### config.mk
export PLATFORM = sky130hd
export DESIGN_NAME = sg_dma_engine
export DESIGN_NICKNAME = d
export VERILOG_FILES = /design/src/rtl/sg_dma_pkg.sv /design/src/rtl/sg_dma_desc_dec.sv /design/src/rtl/sg_dma_regs.sv /design/src/rtl/sg_dma_seq.sv /design/src/rtl/sg_dma_engine.sv
export SDC_FILE = /design/constraint.sdc
export NUM_CORES = 1
export LEC_CHECK = 0
export BUFFER_PORTS_ARGS = -buffer_cell sky130_fd_sc_hd__buf_2
export CAP_MARGIN = 20
export CORE_ASPECT_RATIO = 1.25
export CORE_MARGIN = 3
export CORE_UTILIZATION = 25
export CTS_CLUSTER_SIZE = 8
export DETAILED_ROUTE_END_ITERATION = 8
export GPL_TIMING_DRIVEN = 0
export RECOVER_POWER = 50
export SETUP_SLACK_MARGIN = 0.3
export SLEW_MARGIN = 20
export SYNTH_ARGS = -nofsm -noshare
export SYNTH_HDL_FRONTEND = slang
export SYNTH_SLANG_ARGS = --single-unit
### constraint.sdc
create_clock -name clk -period 10.3 [get_ports clk]
set_input_delay 1.03 -clock clk [delete_from_list [all_inputs] [get_ports clk]]
set_output_delay 1.03 -clock clk [all_outputs]
set_load 0.01 [all_outputs]
### src/rtl/sg_dma_pkg.sv
package sg_dma_pkg;
  localparam int DATA_W   = 32;
  localparam int REG_AW   = 4;
  localparam int LEN_W    = 16;

  localparam logic [REG_AW-1:0] OFF_TIMING  = 4'd0;
  localparam logic [REG_AW-1:0] OFF_LIST_LO = 4'd1;
  localparam logic [REG_AW-1:0] OFF_LIST_HI = 4'd2;
  localparam logic [REG_AW-1:0] OFF_CUR_LO  = 4'd3;
  localparam logic [REG_AW-1:0] OFF_CUR_HI  = 4'd4;
  localparam logic [REG_AW-1:0] OFF_DEV_CNT = 4'd5;
  localparam logic [REG_AW-1:0] OFF_MEM_CNT = 4'd6;
  localparam logic [REG_AW-1:0] OFF_CTRL    = 4'd7;
  localparam logic [REG_AW-1:0] OFF_DONE    = 4'd8;

  localparam int CB_START  = 0;
  localparam int CB_STOP   = 1;
  localparam int CB_DIR    = 2;
  localparam int CB_ACTIVE = 3;
  localparam int CB_ERR    = 4;

  typedef enum logic [3:0] {
    S_IDLE, S_DADDR_REQ, S_DADDR_WAIT, S_DLEN_REQ, S_DLEN_WAIT,
    S_BEAT, S_DEV_WAIT, S_MEM_REQ, S_MEM_WAIT, S_DEV_PUSH,
    S_MARK_REQ, S_MARK_WAIT
  } seq_state_e;

  function automatic logic [DATA_W-1:0] swap32(input logic [DATA_W-1:0] w);
    return {w[7:0], w[15:8], w[23:16], w[31:24]};
  endfunction
endpackage

### src/rtl/sg_dma_desc_dec.sv
module sg_dma_desc_dec
  import sg_dma_pkg::*;
#(
  parameter int LW = LEN_W,
  localparam int WCNT_W = LW - 1
) (
  input  logic [DATA_W-1:0] raw_i,
  output logic [DATA_W-1:0] addr_o,
  output logic [WCNT_W-1:0] words_o,
  output logic              eol_o
);
  logic [DATA_W-1:0] host_w;
  logic [LW:0]       len_bytes;

  // Descriptor words sit in memory most-significant byte first
  assign host_w    = swap32(raw_i);
  assign addr_o    = host_w;
  assign eol_o     = host_w[DATA_W-1];
  // a zero length field stands for the full 64 KiB segment
  assign len_bytes = {~|host_w[LW-1:0], host_w[LW-1:0]};
  assign words_o   = len_bytes[LW:2];
endmodule

### src/rtl/sg_dma_regs.sv
module sg_dma_regs
  import sg_dma_pkg::*;
(
  input  logic              clk,
  input  logic              rst_n,
  input  logic [REG_AW-1:0] reg_addr_i,
  input  logic              reg_we_i,
  input  logic [DATA_W-1:0] reg_wdata_i,
  output logic [DATA_W-1:0] reg_rdata_o,
  input  logic              busy_i,
  input  logic              active_i,
  input  logic              err_set_i,
  input  logic              halt_ack_i,
  input  logic [DATA_W-1:0] cur_addr_i,
  input  logic [DATA_W-1:0] dev_cnt_i,
  input  logic [DATA_W-1:0] mem_cnt_i,
  output logic              start_o,
  output logic              start_dir_o,
  output logic              stop_o,
  output logic [DATA_W-1:0] list_base_o,
  output logic [DATA_W-1:0] done_base_o
);
  logic [DATA_W-1:0] timing_q, timing_d, list_lo_q, list_lo_d;
  logic [DATA_W-1:0] list_hi_q, list_hi_d, done_q, done_d;
  logic dir_q, dir_d, stop_q, stop_d, err_q, err_d;
  logic wr_ctrl, stop_wr;

  assign wr_ctrl     = reg_we_i && (reg_addr_i == OFF_CTRL);
  assign stop_wr     = wr_ctrl && reg_wdata_i[CB_STOP];
  assign start_o     = wr_ctrl && reg_wdata_i[CB_START] && !reg_wdata_i[CB_STOP]
                       && !busy_i && !err_q && !stop_q;
  assign start_dir_o = reg_wdata_i[CB_DIR];
  assign stop_o      = stop_q;
  assign list_base_o = list_lo_q;
  assign done_base_o = done_q;

  always_comb begin
    timing_d  = timing_q;
    list_lo_d = list_lo_q;
    list_hi_d = list_hi_q;
    done_d    = done_q;
    dir_d     = dir_q;
    stop_d    = stop_q;
    err_d     = err_q;
    if (reg_we_i) begin
      case (reg_addr_i)
        OFF_TIMING:  timing_d  = reg_wdata_i;
        OFF_LIST_LO: list_lo_d = reg_wdata_i;
        OFF_LIST_HI: list_hi_d = reg_wdata_i;
        OFF_DONE:    done_d    = reg_wdata_i;
        default: ;
      endcase
    end
    if (wr_ctrl && !busy_i) dir_d = reg_wdata_i[CB_DIR];
    if (halt_ack_i) stop_d = 1'b0;
    if (stop_wr) begin
      stop_d = 1'b1;
      err_d  = 1'b0;
    end
    if (err_set_i) err_d = 1'b1;
  end

  always_ff @(posedge clk or negedge rst_n) begin
    if (!rst_n) begin
      timing_q  <= '0;
      list_lo_q <= '0;
      list_hi_q <= '0;
      done_q    <= '0;
      dir_q     <= 1'b0;
      stop_q    <= 1'b0;
      err_q     <= 1'b0;
    end else begin
      timing_q  <= timing_d;
      list_lo_q <= list_lo_d;
      list_hi_q <= list_hi_d;
      done_q    <= done_d;
      dir_q     <= dir_d;
      stop_q    <= stop_d;
      err_q     <= err_d;
    end
  end

  always_comb begin
    reg_rdata_o = '0;
    case (reg_addr_i)
      OFF_TIMING:  reg_rdata_o = timing_q;
      OFF_LIST_LO: reg_rdata_o = list_lo_q;
      OFF_LIST_HI: reg_rdata_o = list_hi_q;
      OFF_CUR_LO:  reg_rdata_o = cur_addr_i;
      OFF_DEV_CNT: reg_rdata_o = dev_cnt_i;
      OFF_MEM_CNT: reg_rdata_o = mem_cnt_i;
      OFF_DONE:    reg_rdata_o = done_q;
      OFF_CTRL: begin
        reg_rdata_o[CB_STOP]   = stop_q;
        reg_rdata_o[CB_DIR]    = dir_q;
        reg_rdata_o[CB_ACTIVE] = active_i;
        reg_rdata_o[CB_ERR]    = err_q;
      end
      default: ;
    endcase
  end


  stop_release_chk: assert property (@(posedge clk) disable iff (!rst_n)
    $fell(stop_q) |-> $past(halt_ack_i));


  err_sticky_chk: assert property (@(posedge clk) disable iff (!rst_n)
    err_q && !stop_wr |=> err_q);
endmodule

### src/rtl/sg_dma_seq.sv
module sg_dma_seq
  import sg_dma_pkg::*;
#(
  parameter int MARK_WORDS = 32,
  parameter int LW = LEN_W,
  localparam int WCNT_W = LW - 1,
  localparam int MARK_W = $clog2(MARK_WORDS)
) (
  input  logic              clk,
  input  logic              rst_n,
  input  logic              start_i,
  input  logic              start_dir_i,
  input  logic              stop_i,
  input  logic [DATA_W-1:0] list_base_i,
  input  logic [DATA_W-1:0] done_base_i,
  output logic              mem_req_valid_o,
  input  logic              mem_req_ready_i,
  output logic              mem_req_write_o,
  output logic [DATA_W-1:0] mem_req_addr_o,
  output logic [DATA_W-1:0] mem_req_wdata_o,
  input  logic              mem_rsp_valid_i,
  input  logic              mem_rsp_err_i,
  input  logic [DATA_W-1:0] mem_rsp_rdata_i,
  input  logic              dev_in_valid_i,
  output logic              dev_in_ready_o,
  input  logic [DATA_W-1:0] dev_in_data_i,
  output logic              dev_out_valid_o,
  input  logic              dev_out_ready_i,
  output logic [DATA_W-1:0] dev_out_data_o,
  output logic              busy_o,
  output logic              active_o,
  output logic              err_o,
  output logic              halt_ack_o,
  output logic              irq_o,
  output logic [DATA_W-1:0] cur_addr_o,
  output logic [DATA_W-1:0] dev_cnt_o,
  output logic [DATA_W-1:0] mem_cnt_o
);
  localparam logic [DATA_W-1:0] STEP = DATA_W'(DATA_W / 8);

  seq_state_e st_q, st_d;
  logic              dir_q, dir_d, eol_q, eol_d, irq_q, irq_d;
  logic [DATA_W-1:0] dptr_q, dptr_d, baddr_q, baddr_d, data_q, data_d;
  logic [DATA_W-1:0] dcnt_q, dcnt_d, mcnt_q, mcnt_d;
  logic [WCNT_W-1:0] left_q, left_d;
  logic [MARK_W-1:0] midx_q, midx_d;
  logic [DATA_W-1:0] dec_addr;
  logic [WCNT_W-1:0] dec_words;
  logic              dec_eol;

  sg_dma_desc_dec #(.LW(LW)) dec_i (
    .raw_i(mem_rsp_rdata_i), .addr_o(dec_addr), .words_o(dec_words), .eol_o(dec_eol)
  );

  assign busy_o     = (st_q != S_IDLE);
  assign active_o   = busy_o && (st_q != S_MARK_REQ) && (st_q != S_MARK_WAIT);
  assign irq_o      = irq_q;
  assign cur_addr_o = baddr_q;
  assign dev_cnt_o  = dcnt_q;
  assign mem_cnt_o  = mcnt_q;
  assign dev_out_data_o = data_q;

  always_comb begin
    st_d = st_q; dir_d = dir_q; eol_d = eol_q; irq_d = 1'b0;
    dptr_d = dptr_q; baddr_d = baddr_q; data_d = data_q;
    dcnt_d = dcnt_q; mcnt_d = mcnt_q; left_d = left_q; midx_d = midx_q;
    mem_req_valid_o = 1'b0; mem_req_write_o = 1'b0;
    mem_req_addr_o = '0; mem_req_wdata_o = data_q;
    dev_in_ready_o = 1'b0; dev_out_valid_o = 1'b0;
    err_o = 1'b0; halt_ack_o = 1'b0;
    case (st_q)
      S_IDLE: begin
        halt_ack_o = stop_i;
        if (start_i) begin
          dir_d = start_dir_i; dptr_d = list_base_i;
          dcnt_d = '0; mcnt_d = '0; st_d = S_DADDR_REQ;
        end
      end
      S_DADDR_REQ: begin
        mem_req_valid_o = 1'b1;
        mem_req_addr_o  = dptr_q + STEP;
        if (mem_req_ready_i) st_d = S_DADDR_WAIT;
      end
      S_DADDR_WAIT: if (mem_rsp_valid_i) begin
        if (mem_rsp_err_i) begin err_o = 1'b1; st_d = S_IDLE; end
        else begin baddr_d = dec_addr; st_d = S_DLEN_REQ; end
      end
      S_DLEN_REQ: begin
        mem_req_valid_o = 1'b1;
        mem_req_addr_o  = dptr_q + 3 * STEP;
        if (mem_req_ready_i) st_d = S_DLEN_WAIT;
      end
      S_DLEN_WAIT: if (mem_rsp_valid_i) begin
        if (mem_rsp_err_i) begin err_o = 1'b1; st_d = S_IDLE; end
        else begin
          left_d = dec_words; eol_d = dec_eol;
          dptr_d = dptr_q + 4 * STEP; st_d = S_BEAT;
        end
      end
      S_BEAT: begin
        if (stop_i) begin midx_d = '0; st_d = S_MARK_REQ; end
        else if (left_q == '0) begin
          midx_d = '0;
          st_d = eol_q ? S_MARK_REQ : S_DADDR_REQ;
        end
        else st_d = dir_q ? S_DEV_WAIT : S_MEM_REQ;
      end
      S_DEV_WAIT: begin
        dev_in_ready_o = !stop_i;
        if (stop_i) begin midx_d = '0; st_d = S_MARK_REQ; end
        else if (dev_in_valid_i) begin
          data_d = dev_in_data_i; dcnt_d = dcnt_q + STEP; st_d = S_MEM_REQ;
        end
      end
      S_MEM_REQ: begin
        mem_req_valid_o = 1'b1;
        mem_req_write_o = dir_q;
        mem_req_addr_o  = baddr_q;
        if (mem_req_ready_i) st_d = S_MEM_WAIT;
      end
      S_MEM_WAIT: if (mem_rsp_valid_i) begin
        if (mem_rsp_err_i) begin err_o = 1'b1; st_d = S_IDLE; end
        else begin
          mcnt_d = mcnt_q + STEP;
          if (dir_q) begin
            baddr_d = baddr_q + STEP; left_d = left_q - WCNT_W'(1); st_d = S_BEAT;
          end else begin
            data_d = mem_rsp_rdata_i; st_d = S_DEV_PUSH;
          end
        end
      end
      S_DEV_PUSH: begin
        dev_out_valid_o = 1'b1;
        if (dev_out_ready_i) begin
          dcnt_d = dcnt_q + STEP; baddr_d = baddr_q + STEP;
          left_d = left_q - WCNT_W'(1); st_d = S_BEAT;
        end
      end
      S_MARK_REQ: begin
        mem_req_valid_o = 1'b1;
        mem_req_write_o = 1'b1;
        mem_req_addr_o  = done_base_i + (DATA_W'(midx_q) << 2);
        mem_req_wdata_o = '1;
        if (mem_req_ready_i) st_d = S_MARK_WAIT;
      end
      S_MARK_WAIT: if (mem_rsp_valid_i) begin
        if (mem_rsp_err_i) begin err_o = 1'b1; st_d = S_IDLE; end
        else if (midx_q == MARK_W'(MARK_WORDS - 1)) begin irq_d = 1'b1; st_d = S_IDLE; end
        else begin midx_d = midx_q + MARK_W'(1); st_d = S_MARK_REQ; end
      end
      default: st_d = S_IDLE;
    endcase
  end

  always_ff @(posedge clk or negedge rst_n) begin
    if (!rst_n) begin
      st_q <= S_IDLE; dir_q <= 1'b0; eol_q <= 1'b0; irq_q <= 1'b0;
      dptr_q <= '0; baddr_q <= '0; data_q <= '0;
      dcnt_q <= '0; mcnt_q <= '0; left_q <= '0; midx_q <= '0;
    end else begin
      st_q <= st_d; dir_q <= dir_d; eol_q <= eol_d; irq_q <= irq_d;
      dptr_q <= dptr_d; baddr_q <= baddr_d; data_q <= data_d;
      dcnt_q <= dcnt_d; mcnt_q <= mcnt_d; left_q <= left_d; midx_q <= midx_d;
    end
  end


  req_hold_chk: assert property (@(posedge clk) disable iff (!rst_n)
    mem_req_valid_o && !mem_req_ready_i |=> mem_req_valid_o
      && $stable(mem_req_addr_o) && $stable(mem_req_write_o) && $stable(mem_req_wdata_o));


  err_halt_chk: assert property (@(posedge clk) disable iff (!rst_n)
    err_o |=> !active_o && !irq_o);


  irq_quiet_chk: assert property (@(posedge clk) disable iff (!rst_n)
    irq_o |-> !active_o && !mem_req_valid_o);


  irq_single_chk: assert property (@(posedge clk) disable iff (!rst_n)
    irq_o |=> !irq_o);
endmodule

### src/rtl/sg_dma_engine.sv
module sg_dma_engine
  import sg_dma_pkg::*;
#(
  parameter int MARK_WORDS = 32
) (
  input  logic        clk,
  input  logic        rst_n,
  input  logic [3:0]  reg_addr,
  input  logic        reg_we,
  input  logic [31:0] reg_wdata,
  output logic [31:0] reg_rdata,
  output logic        mem_req_valid,
  input  logic        mem_req_ready,
  output logic        mem_req_write,
  output logic [31:0] mem_req_addr,
  output logic [31:0] mem_req_wdata,
  input  logic        mem_rsp_valid,
  input  logic        mem_rsp_err,
  input  logic [31:0] mem_rsp_rdata,
  input  logic        dev_in_valid,
  output logic        dev_in_ready,
  input  logic [31:0] dev_in_data,
  output logic        dev_out_valid,
  input  logic        dev_out_ready,
  output logic [31:0] dev_out_data,
  output logic        irq
);
  logic rst_meta, rst_sync_n;
  logic busy, active, err_set, halt_ack, start, start_dir, stop;
  logic [DATA_W-1:0] cur_addr, dev_cnt, mem_cnt, list_base, done_base;

  // Reset asserts at once and leaves on the clock
  always_ff @(posedge clk or negedge rst_n) begin
    if (!rst_n) begin
      rst_meta   <= 1'b0;
      rst_sync_n <= 1'b0;
    end else begin
      rst_meta   <= 1'b1;
      rst_sync_n <= rst_meta;
    end
  end

  sg_dma_regs regs_i (
    .clk(clk), .rst_n(rst_sync_n),
    .reg_addr_i(reg_addr), .reg_we_i(reg_we), .reg_wdata_i(reg_wdata),
    .reg_rdata_o(reg_rdata),
    .busy_i(busy), .active_i(active), .err_set_i(err_set), .halt_ack_i(halt_ack),
    .cur_addr_i(cur_addr), .dev_cnt_i(dev_cnt), .mem_cnt_i(mem_cnt),
    .start_o(start), .start_dir_o(start_dir), .stop_o(stop),
    .list_base_o(list_base), .done_base_o(done_base)
  );

  sg_dma_seq #(.MARK_WORDS(MARK_WORDS)) seq_i (
    .clk(clk), .rst_n(rst_sync_n),
    .start_i(start), .start_dir_i(start_dir), .stop_i(stop),
    .list_base_i(list_base), .done_base_i(done_base),
    .mem_req_valid_o(mem_req_valid), .mem_req_ready_i(mem_req_ready),
    .mem_req_write_o(mem_req_write), .mem_req_addr_o(mem_req_addr),
    .mem_req_wdata_o(mem_req_wdata),
    .mem_rsp_valid_i(mem_rsp_valid), .mem_rsp_err_i(mem_rsp_err),
    .mem_rsp_rdata_i(mem_rsp_rdata),
    .dev_in_valid_i(dev_in_valid), .dev_in_ready_o(dev_in_ready),
    .dev_in_data_i(dev_in_data),
    .dev_out_valid_o(dev_out_valid), .dev_out_ready_i(dev_out_ready),
    .dev_out_data_o(dev_out_data),
    .busy_o(busy), .active_o(active), .err_o(err_set), .halt_ack_o(halt_ack),
    .irq_o(irq), .cur_addr_o(cur_addr), .dev_cnt_o(dev_cnt), .mem_cnt_o(mem_cnt)
  );
endmodule

; Word-level counts from Yosys, hierarchy flattened
; Cells that the tools add are included.
[totals]
output_inout_bits = 133
register_bits = 320
word_cells = 201
input_bits = 108
[classes]
n_eq_ne = 43
mux = 83
n_addsub = 9
n_reduce_logical = 45
bitwise = 1
[op_table]
columns = cell, count
row1 = 2-to-1 mux 32 bit, 21
row2 = case mux 32 bit (2 select lines), 3
row3 = case mux 32 bit (3 select lines), 2
row4 = case mux 27 bit (7 select lines), 1
row5 = "adder 32 x 3 -> 32 bit, second input constant", 4
row6 = case mux 32 bit (4 select lines), 1
row7 = 2-to-1 mux 15 bit, 6
row8 = 2-to-1 mux 4 bit, 19
row9 = case mux 4 bit (12 select lines), 1
row10 = case mux 15 bit (3 select lines), 1
row11 = "inequality test 2 bit, second input constant", 17
row12 = "adder 32 x 4 -> 32 bit, second input constant", 1
row13 = "adder 32 x 5 -> 32 bit, second input constant", 1
row14 = adder 32 x 7 -> 32 bit, 1
row15 = case mux 4 bit (8 select lines), 1
row16 = 2-to-1 mux 5 bit, 6
row17 = "equality test 4 x 3 -> 1 bit, second input constant", 7
row18 = "equality test 4 bit, second input constant", 5
row19 = "equality test 4 x 2 -> 1 bit, second input constant", 4
row20 = 2-to-1 mux 1 bit, 16
row21 = OR reduction 16 bit, 1
row22 = logical NOT 15 bit, 1
row23 = case mux 5 bit (3 select lines), 1
row24 = "subtractor 15 x 1 -> 15 bit, second input constant", 1
row25 = 26 further kinds, 59

; Longest topological paths before layout
; Gate-level depths: netlist of run 1.
[logic_depth]
ltp_word = 9
depth_mapped = 10
ltp_nobuf = 9

; By module
; Synthesis of run 1 repeated with hierarchy kept, for this count alone.
[unflattened]
cells_unflattened = 2047
area_unflattened_um2 = 19187.2
[by_module_without_submodules]
columns = mod, seq_area_each_um2, area_each_um2, n_inst, cells_each
row1 = sg_dma_seq, 4579.4, 12114.1, 1, 1484
row2 = sg_dma_regs, 3278.1, 6632.6, 1, 508
row3 = sg_dma_desc_dec, 0.0, 386.6, 1, 52
row4 = sg_dma_engine, 50.0, 53.8, 1, 3

; Worst setup path before layout of run 1
; Ideal clock, no wire load.
[synth_path]
path_type = flip-flop to output port
from = register seq_i.midx_q[0]
to = output mem_req_addr[26]
arrival_ps = 2271
path_buffers = 0
path_slack_ps = 6999
stages_incl_launch_ff = 9
required_ps = 9270
path_cell_list = dfrtp_1 -> ha_1 -> fa_1 -> a21oi_1 -> o22ai_1 -> and2_1 -> and4_1 -> xor2_1 -> a221o_1
[synth_via]
elab_chain_len = 2
[synth_rtl]
columns = item, line
row1 = from (decl), sg_dma_seq.sv:46  ; logic [MARK_W-1:0] midx_q, midx_d;
row2 = from (signal assigned), sg_dma_seq.sv:163  ; dcnt_q <= dcnt_d; mcnt_q <= mcnt_d; left_q <= left_d; midx_q <= midx_d;
row3 = adder 32 x 7 -> 32 bit, sg_dma_seq.sv:142  ; mem_req_addr_o = done_base_i + (DATA_W'(midx_q) << 2);
row4 = case mux 32 bit (4 select lines), sg_dma_seq.sv:71  ; case (st_q)
row5 = to (decl), sg_dma_engine.sv:15  ; output logic [31:0] mem_req_addr,
; Every way passes these cells.

==> metrics.md, run 1 <==
| Metric | Value |
|---|---|
| Status | `complete, but fails checks` |
| Failing checks | `max-capacitance violations, max-slew violations` |
| Final hold viol count | `0` |
| Cell Pwr Density | `237 nW/um^2` |
| RSZ-0062 raised after global routing | `false` |
| Num CTS Buffers | `46` |
| Filler cell count in the final layout | `7597` |
| Full die area | `75100 sq um` |
| Largest net degree at the start of global routing | `56` |
| #FFs+latches synth | `316` |
| Drt wl/cell | `24.9 um` |
| F_max | `0.171 GHz` |
| Most frequent cells in the layout | `dfrtp_1, buf_2, nor2_1` |
| Gr usage total | `0.204` |
| Routability congestion estimate | `0.988` |
| Hold Path Class | `in -> async` |
| DR WL met2 | `37400 um` |
| RR Endpoint | `regs_i.timing_q[3]$_DFFE_PN0P_` |
| Sequential-to-total area share from yosys stat | `0.440` |
| Post-Route WL | `79000 um` |
| DR top layer | `met5` |
| Post-cts resize count | `0` |
| R2R Path Start | `rst_sync_n$_DFF_PN0_` |
| Largest area contributor in the netlist | `dfrtp_1` |
| Register Area | `7910 sq um` |
| PortBufs | `240` |
| Post-Syn Nets | `2043` |
| Clock buffer depth | `3` |
| # rows | `109` |
| TritonCTS clock tree | `done` |
| Primary FF master, synth | `dfrtp_1` |
| Rel. slew slack | `-0.971` |
| Worst Path Arrival | `5860 ps` |
| Routed Antenna Nets | `0` |
| Residual DRC | `0` |
| Max Cap Viol | `5` |
| Top-Level Pins | `241` |
| Final Skew | `34.3 ps` |
| Clk slew on worst S/H paths | `50 ps` |
| Root Buffer Master | `clkbuf_16` |
| Multi-input logic area | `9480 sq um` |
| Final instance area | `21700 sq um` |
| Worst skew pair latency | `600 ps` |
| Slew Limit Fails | `219` |
| First-pass GRT wire length | `113000 um` |
| Worst Reg-to-Reg Cells | `2` |
| Critical path peak fanout | `55` |
| DP Area | `20500 sq um` |
| Antenna violations before repair | `16` |
| Crit. End Element | `asynchronous set/reset pin` |
| Synth Cell Area | `18000 sq um` |
| Die Height | `306 um` |
| Total congestion overflow | `0` |
| Post-DP HPWL | `62200 um` |
| Initial Utilization | `0.253` |
| Critical path type | `reg -> async` |
| Overall Power | `5150 uW` |
| Critical Path RT | `10310 ps` |
| Routed length on met1 | `30700 um` |
| Iteration count of the initial detailed-routing pass | `7` |
| Flop2flop setup slack | `4450 ps` |
| Worst vdd ir | `0.000139 V` |
| Synthesis-to-finish area growth | `20.8%` |
| Post-route insts no fill | `3178` |
| Lkg Pwr | `0.00907 uW` |
| Worst setup SP type | `register` |
| Post-Syn Instances | `1921` |
| # setup viols final | `0` |
| Final net count | `2339` |
| Initial drt markers | `2263` |
| Post-synth EDFFs | `0` |
| Die Wd | `246 um` |
| Post-synth top area share | `0.440` |
| CORE AREA | `70900 sq um` |
| Share of post-route cells with drive strength above 1 | `0.198` |
| Async set-reset flop share out of synthesis | `1.00` |
| Slew @ Worst Pin | `2960 ps` |
| Met3 WL post-DR | `6860 um` |
| Inst Count DP | `3112` |
| Period utilisation layout | `0.568` |
| Post-synthesis cell type count | `71` |
| Min Tclk post-route | `5850 ps` |
| Max H-tree Level | `2` |
| Post-CTS Setup Inserts | `0` |
| Commonest non-fill, non-tap cell in the layout | `dfrtp_1` |
| Syn avg cell area | `9.35 sq um` |
| Synth warn | `0` |
| Clk sinks | `316` |
| Total vias in the final route | `17200` |
| Hold_buf cts | `0` |
| Area contributors post-synth | `dfrtp_1, mux2_2, nor2_1` |
| Vias per cell | `5.42` |
| Vias in the first global route | `16600` |
critical path, stage by stage, from the launching register on:
cell and delay (ps):
dfrtp_1 1430, clkbuf_1 1580, clkbuf_1 2180
metal layers:
layer / track usage / vias to the layer above
met5: 0 / -
met4: 0.0936 / 8
met2: 0.337 / 895
li1: - / 7674
met1: 0.253 / 8440
met3: 0.0469 / 194
stage by stage:
stage	setup TNS [ps]	hold WS [ps]	utilization	worst slack (ps)
finish	0	226	0.306	4450
floorplan	0	331	-	841
CTS	0	189	0.308	5240
global placement	-1149250	331	0.287	-3700
detailed placement	0	336	0.289	5920
global route	0	211	0.306	3280
where the power goes:
| group | total, uW | switching [uW] | internal, uW |
|---|---|---|---|
| Clock | 1430 | 589 | 840 |
| Combinational | 1650 | 1000 | 648 |
| Sequential | 2070 | 489 | 1590 |
Yosys cell counts, drive strengths merged, types with 4 or more instances:
master and n:
clkbuf 83, nor3 42, o21ai 103, and4 13, a31oi 11, a2bb2oi 9
and2 10, mux2i 34, nand2 171, dfrtp 316, o22ai 21, o22a 6
nor4 18, inv 15, o221ai 6, mux2 137, xor2 74, and3 25
xnor2 28, nor2b 8, a222oi 29, a211oi 4, a32oi 10, buf 46
nor2 180, or3 23, a221o 8, or2 4, a22oi 88, a311oi 5
ha 13, nand2b 45, nand4 45, nand3 116, a21oi 130
kinds of logic after synthesis:
family,synth area share
simple gates,0.196
compound gates,0.167
flops,0.440
mux,0.105
buf+inv,0.0320
xor+xnor,0.0497
fa+ha+maj,0.0102
other cells,0.000209
cell type report:
cell class / instances / area share
multi-input cells: 1461 / 0.437
flip-flops and latches: 316 / 0.364
repair buffers: 248 / 0.0570
clock buffers: 52 / 0.0550
well taps: 943 / 0.0544
plain buffers: 129 / 0.0238
clock inverters: 4 / 0.00507
inverters: 15 / 0.00259
diodes: 10 / 0.00115
registers in the layout, summed over array words and instances (netlist names), 4 cells and up:
register,cells
regs_i.done_base_o,32
regs_i.list_base_o,32
regs_i.list_hi_q,32
regs_i.timing_q,32
seq_i.cur_addr_o,32
seq_i.dev_cnt_o,30
seq_i.dev_out_data_o,32
seq_i.dptr_q,32
seq_i.left_q,15
seq_i.mem_cnt_o,30
seq_i.midx_q,5
seq_i.st_q,4
worst max-delay path by stage:
stage	slack, ps	cells after the start	from	to
after floorplan	840	0	rst_sync_n$_DFF_PN0_	regs_i.dir_q$_DFFE_PN0P_
after global placement	-3700	0	rst_sync_n$_DFF_PN0_	seq_i.dev_out_data_o[9]$_DFFE_PN0P_
after detailed placement	5920	10	seq_i.st_q[2]$_DFFE_PN0P_	mem_req_addr[8]
after CTS	5240	10	seq_i.st_q[2]$_DFFE_PN0P_	mem_req_addr[8]
after global routing	3280	2	rst_sync_n$_DFF_PN0_	regs_i.timing_q[3]$_DFFE_PN0P_
final	4450	2	rst_sync_n$_DFF_PN0_	regs_i.timing_q[3]$_DFFE_PN0P_
No activity file was read; power rests on OpenSTA's default activity.
==> run 2: changes to the inputs <==
ABC_AREA = 1   (was unset)
clock period = 6.1 ns   (was 10.3 ns; I/O delays follow)
==> metrics.md, run 2 <==
| Metric | Value |
|---|---|
| Status | `complete, but fails checks` |
| Failing checks | `max-capacitance violations, max-slew violations` |
| Largest area contributor in the netlist | `dfrtp_1` |
| Area contributors post-synth | `dfrtp_1, nand2_1, o21ai_0` |
| Largest net degree at the start of global routing | `52 (-7.1%)` |
| Total vias in the final route | `23000 (+34%)` |
| Crit. End Element | `output port` |
| Post-CTS Setup Inserts | `0 (unchanged)` |
| Vias in the first global route | `21700 (+30%)` |
| Clock power frac | `0.260 (-0.017)` |
| Critical Path RT | `5490 ps (-4820 ps)` |
| Synth Cell Area | `20400 sq um (+14%)` |
| Flop2flop setup slack | `2790 ps (-1660 ps)` |
| CP max-delay cell | `dfrtp_1` |
| Clk slew on worst S/H paths | `60 ps (about the same)` |
| Max Cap Viol | `2 (-3)` |
| Initial Utilization | `0.254 (+0.000267)` |
| Vias per cell | `5.07 (-6.3%)` |
| Top-Level Pins | `241 (unchanged)` |
| Sequential-to-total area share from yosys stat | `0.387 (-0.0530)` |
| Comb pwr share | `0.380 (+0.060)` |
| #FFs+latches synth | `316 (unchanged)` |
| Worst skew pair latency | `600 ps (about the same)` |
| Post-synth EDFFs | `0 (unchanged)` |
| Lkg Pwr | `0.0118 uW (+30%)` |
| Residual DRC | `0 (unchanged)` |
| Period utilisation layout | `0.658` |
| Max H-tree Level | `2 (unchanged)` |
| Cell-internal power | `5160 uW (+68%)` |
| PortBufs | `239 (-0.42%)` |
| Post-synthesis cell type count | `46 (-35%)` |
| Final Util | `0.303 (-0.00330)` |
| Worst vdd ir | `0.000205 V (+47%)` |
| Worst Path Arrival | `3410 ps (-2450 ps)` |
| Drt wl/cell | `20.9 um (-16%)` |
| Critical path's largest stage delay | `450 ps (-1730 ps)` |
| Hold Path Class | `reg -> async` |
| TritonCTS clock tree | `done` |
| Inst Count DP | `4483 (+44%)` |
| Syn avg cell area | `6.43 sq um (-31%)` |
| Clock buffer depth | `3 (unchanged)` |
| Clk sinks | `316 (unchanged)` |
| Gr usage total | `0.217 (+0.0126)` |
| Die Height | `326 um (+6.5%)` |
| Synth warn | `0 (unchanged)` |
| Sw Share | `0.453 (+0.0495)` |
| Initial drt markers | `2693 (+19%)` |
| Post-DP HPWL | `76500 um (+23%)` |
| Post-Route WL | `94900 um (+20%)` |
| Full die area | `85200 sq um (+13%)` |
| First-pass GRT wire length | `139000 um (+22%)` |
| Crit path from | `seq_i.dptr_q[5]$_DFFE_PN0P_` |
| Most common cell in the netlist | `nand2_1` |
| Post-Syn Instances | `3175 (+65%)` |
| Final net count | `3592 (+54%)` |
| R2R Path Start | `rst_sync_n$_DFF_PN0_` |
| Commonest non-fill, non-tap cell in the layout | `nand2_1` |
| Num CTS Buffers | `46 (unchanged)` |
| F_max | `0.249 GHz` |
| Min Tclk post-route | `4020 ps` |
| Filler cell count in the final layout | `8985 (+18%)` |
| Worst setup SP type | `register` |
| Post-synth top cells | `nand2_1, inv_1, o21ai_0` |
| # rows | `116 (+6.4%)` |
| Sequential cell fraction of total power | `0.360 (-0.043)` |
| Die Wd | `262 um (+6.5%)` |
| Critical path type | `reg -> out` |
| Primary FF master, synth | `dfrtp_1` |
| Slew Limit Fails | `81 (-63%)` |
| # setup viols final | `0 (unchanged)` |
| Post-synth top area share | `0.387 (-0.0530)` |
| CORE AREA | `80600 sq um (+14%)` |
| Root Buffer Master | `clkbuf_16` |
| Rel. slew slack | `-0.787 (+0.184)` |
| Most frequent cells in the layout | `nand2_1, inv_1, o21ai_0` |
| Routability congestion estimate | `0.981 (-0.69%)` |
| Psw | `4270 uW (+110%)` |
| Hold slack | `322 ps (+95.8 ps)` |
| Cells along the critical path | `ha_1 -> nand2_1 -> nor2_1 -> nand2_1 -> nor2_1 -> nand2_1 -> o21ai_0 -> nand3_1 -> buf_2` |
| Post-Syn Nets | `3297 (+61%)` |
| Final Skew | `20.7 ps (-13.6 ps)` |
| CP dominant cell by count | `nand2_1` |
| Async set-reset flop share out of synthesis | `1.00 (unchanged)` |
| Routed Antenna Nets | `0 (unchanged)` |
| Iteration count of the initial detailed-routing pass | `6 (-1)` |
| Post-route insts no fill | `4541 (+43%)` |
| Slew @ Worst Pin | `2680 ps (-276 ps)` |
| RSZ-0062 raised after global routing | `false` |
| Share of post-route cells with drive strength above 1 | `0.0998 (-0.0980)` |
| Cell Pwr Density | `386 nW/um^2 (+63%)` |
| Synthesis-to-finish area growth | `19.4%` |
| Total congestion overflow | `0 (unchanged)` |
| Antenna violations before repair | `8 (-8)` |
| Critical path peak fanout | `6 (-89%)` |
| Final hold viol count | `0 (unchanged)` |
[run 2: cell types whose count changed after synthesis, moves of 34 or more]
cell	delta
a21oi_1	-57
a22oi_1	-87
inv_1	+345
mux2_2	-137
mux2i_1	-34
nand2_1	+942
nand2b_1	-45
nand3_1	+161
nor2_1	+114
o21ai_0	+236
o21ai_1	+44
xor2_1	-49
[run 2: metal layers]
layer,global-route usage,vias up,part of all wire
met1,0.282,10800,0.40
met4,0.117,6,0.062
li1,-,10800,-
met5,0,-,0.00043
met2,0.339,1182,0.44
met3,0.0395,231,0.094
[run 2: path summary, 6_finish.rpt]
check,cells past startpoint,end
worst min-delay path,0,regs_i.list_base_o[27]$_DFFE_PN0P_
max in group asynchronous,1,seq_i.dev_cnt_o[12]$_DFFE_PN0P_
worst max register to register,1,seq_i.dev_cnt_o[12]$_DFFE_PN0P_
worst max-delay path,9,mem_req_addr[14]
worst min register to register,0,regs_i.list_base_o[27]$_DFFE_PN0P_
min in group clk,3,seq_i.cur_addr_o[17]$_DFFE_PN0P_
[run 2: kinds of logic after synthesis]
| kind of cell | after synthesis | share of synthesized area |
|---|---|---|
| adders and majority gates | 14 | 0.00894 |
| xor gates and xnor gates | 29 | 0.0124 |
| buffers and inverters | 487 | 0.0915 |
| other | 1 | 0.000184 |
| and+or+nand+nor | 1784 | 0.356 |
| AOI/OAI and AO/OA | 544 | 0.144 |
| DFF | 316 | 0.387 |
[run 2: layout make-up]
| cell class | count | area, sq um | share of cell area |
|---|---|---|---|
| Inverter | 374 | 1400 | 0.0576 |
| Clock buffer | 52 | 1200 | 0.0494 |
| Buffer | 113 | 465 | 0.0191 |
| Clock inverter | 4 | 86.3 | 0.00354 |
| Timing Repair Buffer | 247 | 1340 | 0.0550 |
| Multi-Input combinational cell | 2372 | 10600 | 0.437 |
| Sequential cell | 316 | 7910 | 0.324 |
| Antenna cell | 1 | 2.50 | 0.000103 |
| Tap cell | 1062 | 1330 | 0.0545 |
[run 2: what timing repair did]
action	in CTS	in global routing
endpoints found under the hold margin	2	0
gates resized for setup	0	0
hold buffers	1	0
[run 2: per-stage QoR]
step / cell area (sq um) / power, uW / setup TNS (ps) / setup WS (ps)
2_1_floorplan: 20400 / 5250 / 0 / 930
3_3_place_gp: 23000 / 6880 / -504150 / -1650
6_report: 24400 / 9420 / 0 / 2080
3_5_place_dp: 23100 / 6930 / 0 / 2540
5_1_grt: 24400 / 9980 / 0 / 1910
4_1_cts: 24400 / 9410 / 0 / 2120
[run 2: worst max-delay path: cells and delay by family (launching register included)]
family,cells,cell delay (ps)
AOI/OAI and AO/OA,1,400
adders and majority gates,1,250
buffers and inverters,1,250
and+or+nand+nor,6,1450
DFF,1,450
[run 2: power by group through the flow]
stage | combinational [uW] | sequential [uW] | clock, uW
3_3_place_gp | 3460 | 3420 | 0
4_1_cts | 3560 | 3360 | 2490
2_1_floorplan | 2060 | 3200 | 0
5_1_grt | 3960 | 3460 | 2560
3_5_place_dp | 3550 | 3390 | 0
6_report | 3580 | 3400 | 2450
==> run 3: changes to the inputs <==
ABC_AREA = 0   (was 1)
clock period = 3.3 ns   (was 6.1 ns; I/O delays follow)
==> metrics.md, run 3 (synthesis results as in run 1) <==
| Metric | Value |
|---|---|
| Status | `complete, but fails checks` |
| Failing checks | `max-capacitance violations, max-slew violations, negative setup slack` |
| Critical path type | `reg -> out` |
| Initial drt markers | `2116 (-21%)` |
| Cell Pwr Density | `720 nW/um^2 (+86%)` |
| Inst Count DP | `3112 (-31%)` |
| CORE AREA | `70900 sq um (-12%)` |
| Max H-tree Level | `2 (unchanged)` |
| TritonCTS clock tree | `done` |
| Clk sinks | `316 (unchanged)` |
| Rel. slew slack | `-0.320 (+0.466)` |
| Slew @ Worst Pin | `1980 ps (-699 ps)` |
| PortBufs | `240 (+0.42%)` |
| Total congestion overflow | `0 (unchanged)` |
| Residual DRC | `0 (unchanged)` |
| Post-Route WL | `80400 um (-15%)` |
| # rows | `109 (-6.0%)` |
| Root Buffer Master | `clkbuf_16` |
| Final hold viol count | `0 (unchanged)` |
| Final Util | `0.324 (+0.0216)` |
| Critical path peak fanout | `4 (-2)` |
| Final setup margin | `-39.0 ps (-2120 ps)` |
| # setup viols final | `2 (+2)` |
| Met3 WL post-DR | `6970 um (-22%)` |
| Worst setup SP type | `register` |
| Clock buffer depth | `3 (unchanged)` |
| Final Skew | `35.6 ps (+14.9 ps)` |
| Commonest non-fill, non-tap cell in the layout | `dfrtp_1` |
| Num CTS Buffers | `45 (-2.2%)` |
| Clk slew on worst S/H paths | `50 ps (about the same)` |
| Top-Level Pins | `241 (unchanged)` |
| RSZ-0062 raised after global routing | `true` |
| Critical Path RT | `2970 ps (-2520 ps)` |
| Total vias in the final route | `17700 (-23%)` |
| Worst Path Arrival | `3010 ps (-400 ps)` |
| Worst vdd ir | `0.000404 V (+98%)` |
| Final instance area | `23000 sq um (-5.7%)` |
| Antenna violations before repair | `17 (+9)` |
| Slew Limit Fails | `42 (-48%)` |
| Lkg Pwr | `0.00967 uW (-18%)` |
| Crit. End Element | `output port` |
| Share of post-route cells with drive strength above 1 | `0.280 (+0.180)` |
| Final net count | `2388 (-34%)` |
| Hold Path Class | `in -> reg` |
| DR top layer | `met5` |
| F_max | `0.299 GHz` |
| Post-route insts no fill | `3227 (-29%)` |
| Vias per cell | `5.49 (+8.3%)` |
| Die Height | `306 um (-6.1%)` |
| Drt wl/cell | `24.9 um (+19%)` |
| Period utilisation layout | `1.01` |
| Routed Antenna Nets | `0 (unchanged)` |
| Largest net degree at the start of global routing | `56 (+7.7%)` |
| Gr usage total | `0.206 (-0.0104)` |
| Routed length on met1 | `30700 um (-19%)` |
| Iteration count of the initial detailed-routing pass | `9 (+3)` |
| Synthesis-to-finish area growth | `28.0%` |
| Die Wd | `246 um (-6.1%)` |
| Full die area | `75100 sq um (-12%)` |
| Post-DP HPWL | `61700 um (-19%)` |
| Hold slack | `18.3 ps (-304 ps)` |
| Min Tclk post-route | `3340 ps` |
| Most frequent cells in the layout | `dfrtp_1, buf_2, nor2_1` |
| Max Cap Viol | `1 (-1)` |
| Worst skew pair latency | `590 ps (about the same)` |
| Initial Utilization | `0.253 (-0.000267)` |
| Routability congestion estimate | `0.976 (-0.55%)` |
| Dpl ws | `-236 ps (-2770 ps)` |
| DP Area | `20500 sq um (-11%)` |
| DR WL met2 | `38200 um (-8.9%)` |
| Vias in the first global route | `16900 (-22%)` |
| First-pass GRT wire length | `115000 um (-17%)` |
-- run 3: report_power, final --
part	switching, uW	internal (uW)
logic	3390	2400
clock network	1810	2430
registers	1560	4960
-- run 3: what timing repair did --
item,CTS,global route
hold buffers,2,0
gates resized for setup,203,49
gates cloned,0,0
pin swaps,54,34
endpoints found under the hold margin,3,0
setup buffers,32,16
endpoints found under the setup margin,100,109
-- run 3: metal layers --
layer,up-vias,track usage
li1,7781,-
met1,8848,0.252
met2,899,0.344
met3,193,0.0425
met4,6,0.104
met5,-,0
-- run 3: critical path, stage by stage, from the launching register on --
cell and delay (ps):
dfrtp_2 440, ha_4 190, fa_2 420, a21oi_4 180
o22ai_4 110, and2_4 170, and4_1 190, xor2_1 170
a221o_1 370, buf_2 170
-- run 3: through the flow --
stage	setup TNS, ps	total power (uW)
after floorplan	0	9070
after global placement	-405370	11500
after detailed placement	-1960	11600
after CTS	-92.0	16400
after global routing	-2710	17300
final	-49.9	16600
-- run 3: area by class of cell --
cell class	instances	area, sq um
fillers	7434	47900
multi-input cells	1461	10200
flip-flops and latches	316	7930
repair buffers	298	1720
well taps	943	1180
clock buffers	50	1140
plain buffers	129	658
clock inverters	3	66.3
inverters	15	56.3
diodes	12	30.0
-- run 3: final timing paths --
path	from	end	slack, ps	cells past startpoint
setup / recovery	seq_i.midx_q[0]$_DFFE_PN0P_	mem_req_addr[26]	-40	9
hold reg to reg	rst_meta$_DFF_PN0_	rst_sync_n$_DFF_PN0_	350	0
hold / removal	reg_wdata[17]	regs_i.list_base_o[17]$_DFFE_PN0P_	20	2
max in group asynchronous	rst_sync_n$_DFF_PN0_	seq_i.midx_q[3]$_DFFE_PN0P_	300	3
min in group asynchronous	rst_n	rst_meta$_DFF_PN0_	50	2
setup reg to reg	rst_sync_n$_DFF_PN0_	seq_i.midx_q[3]$_DFFE_PN0P_	300	3
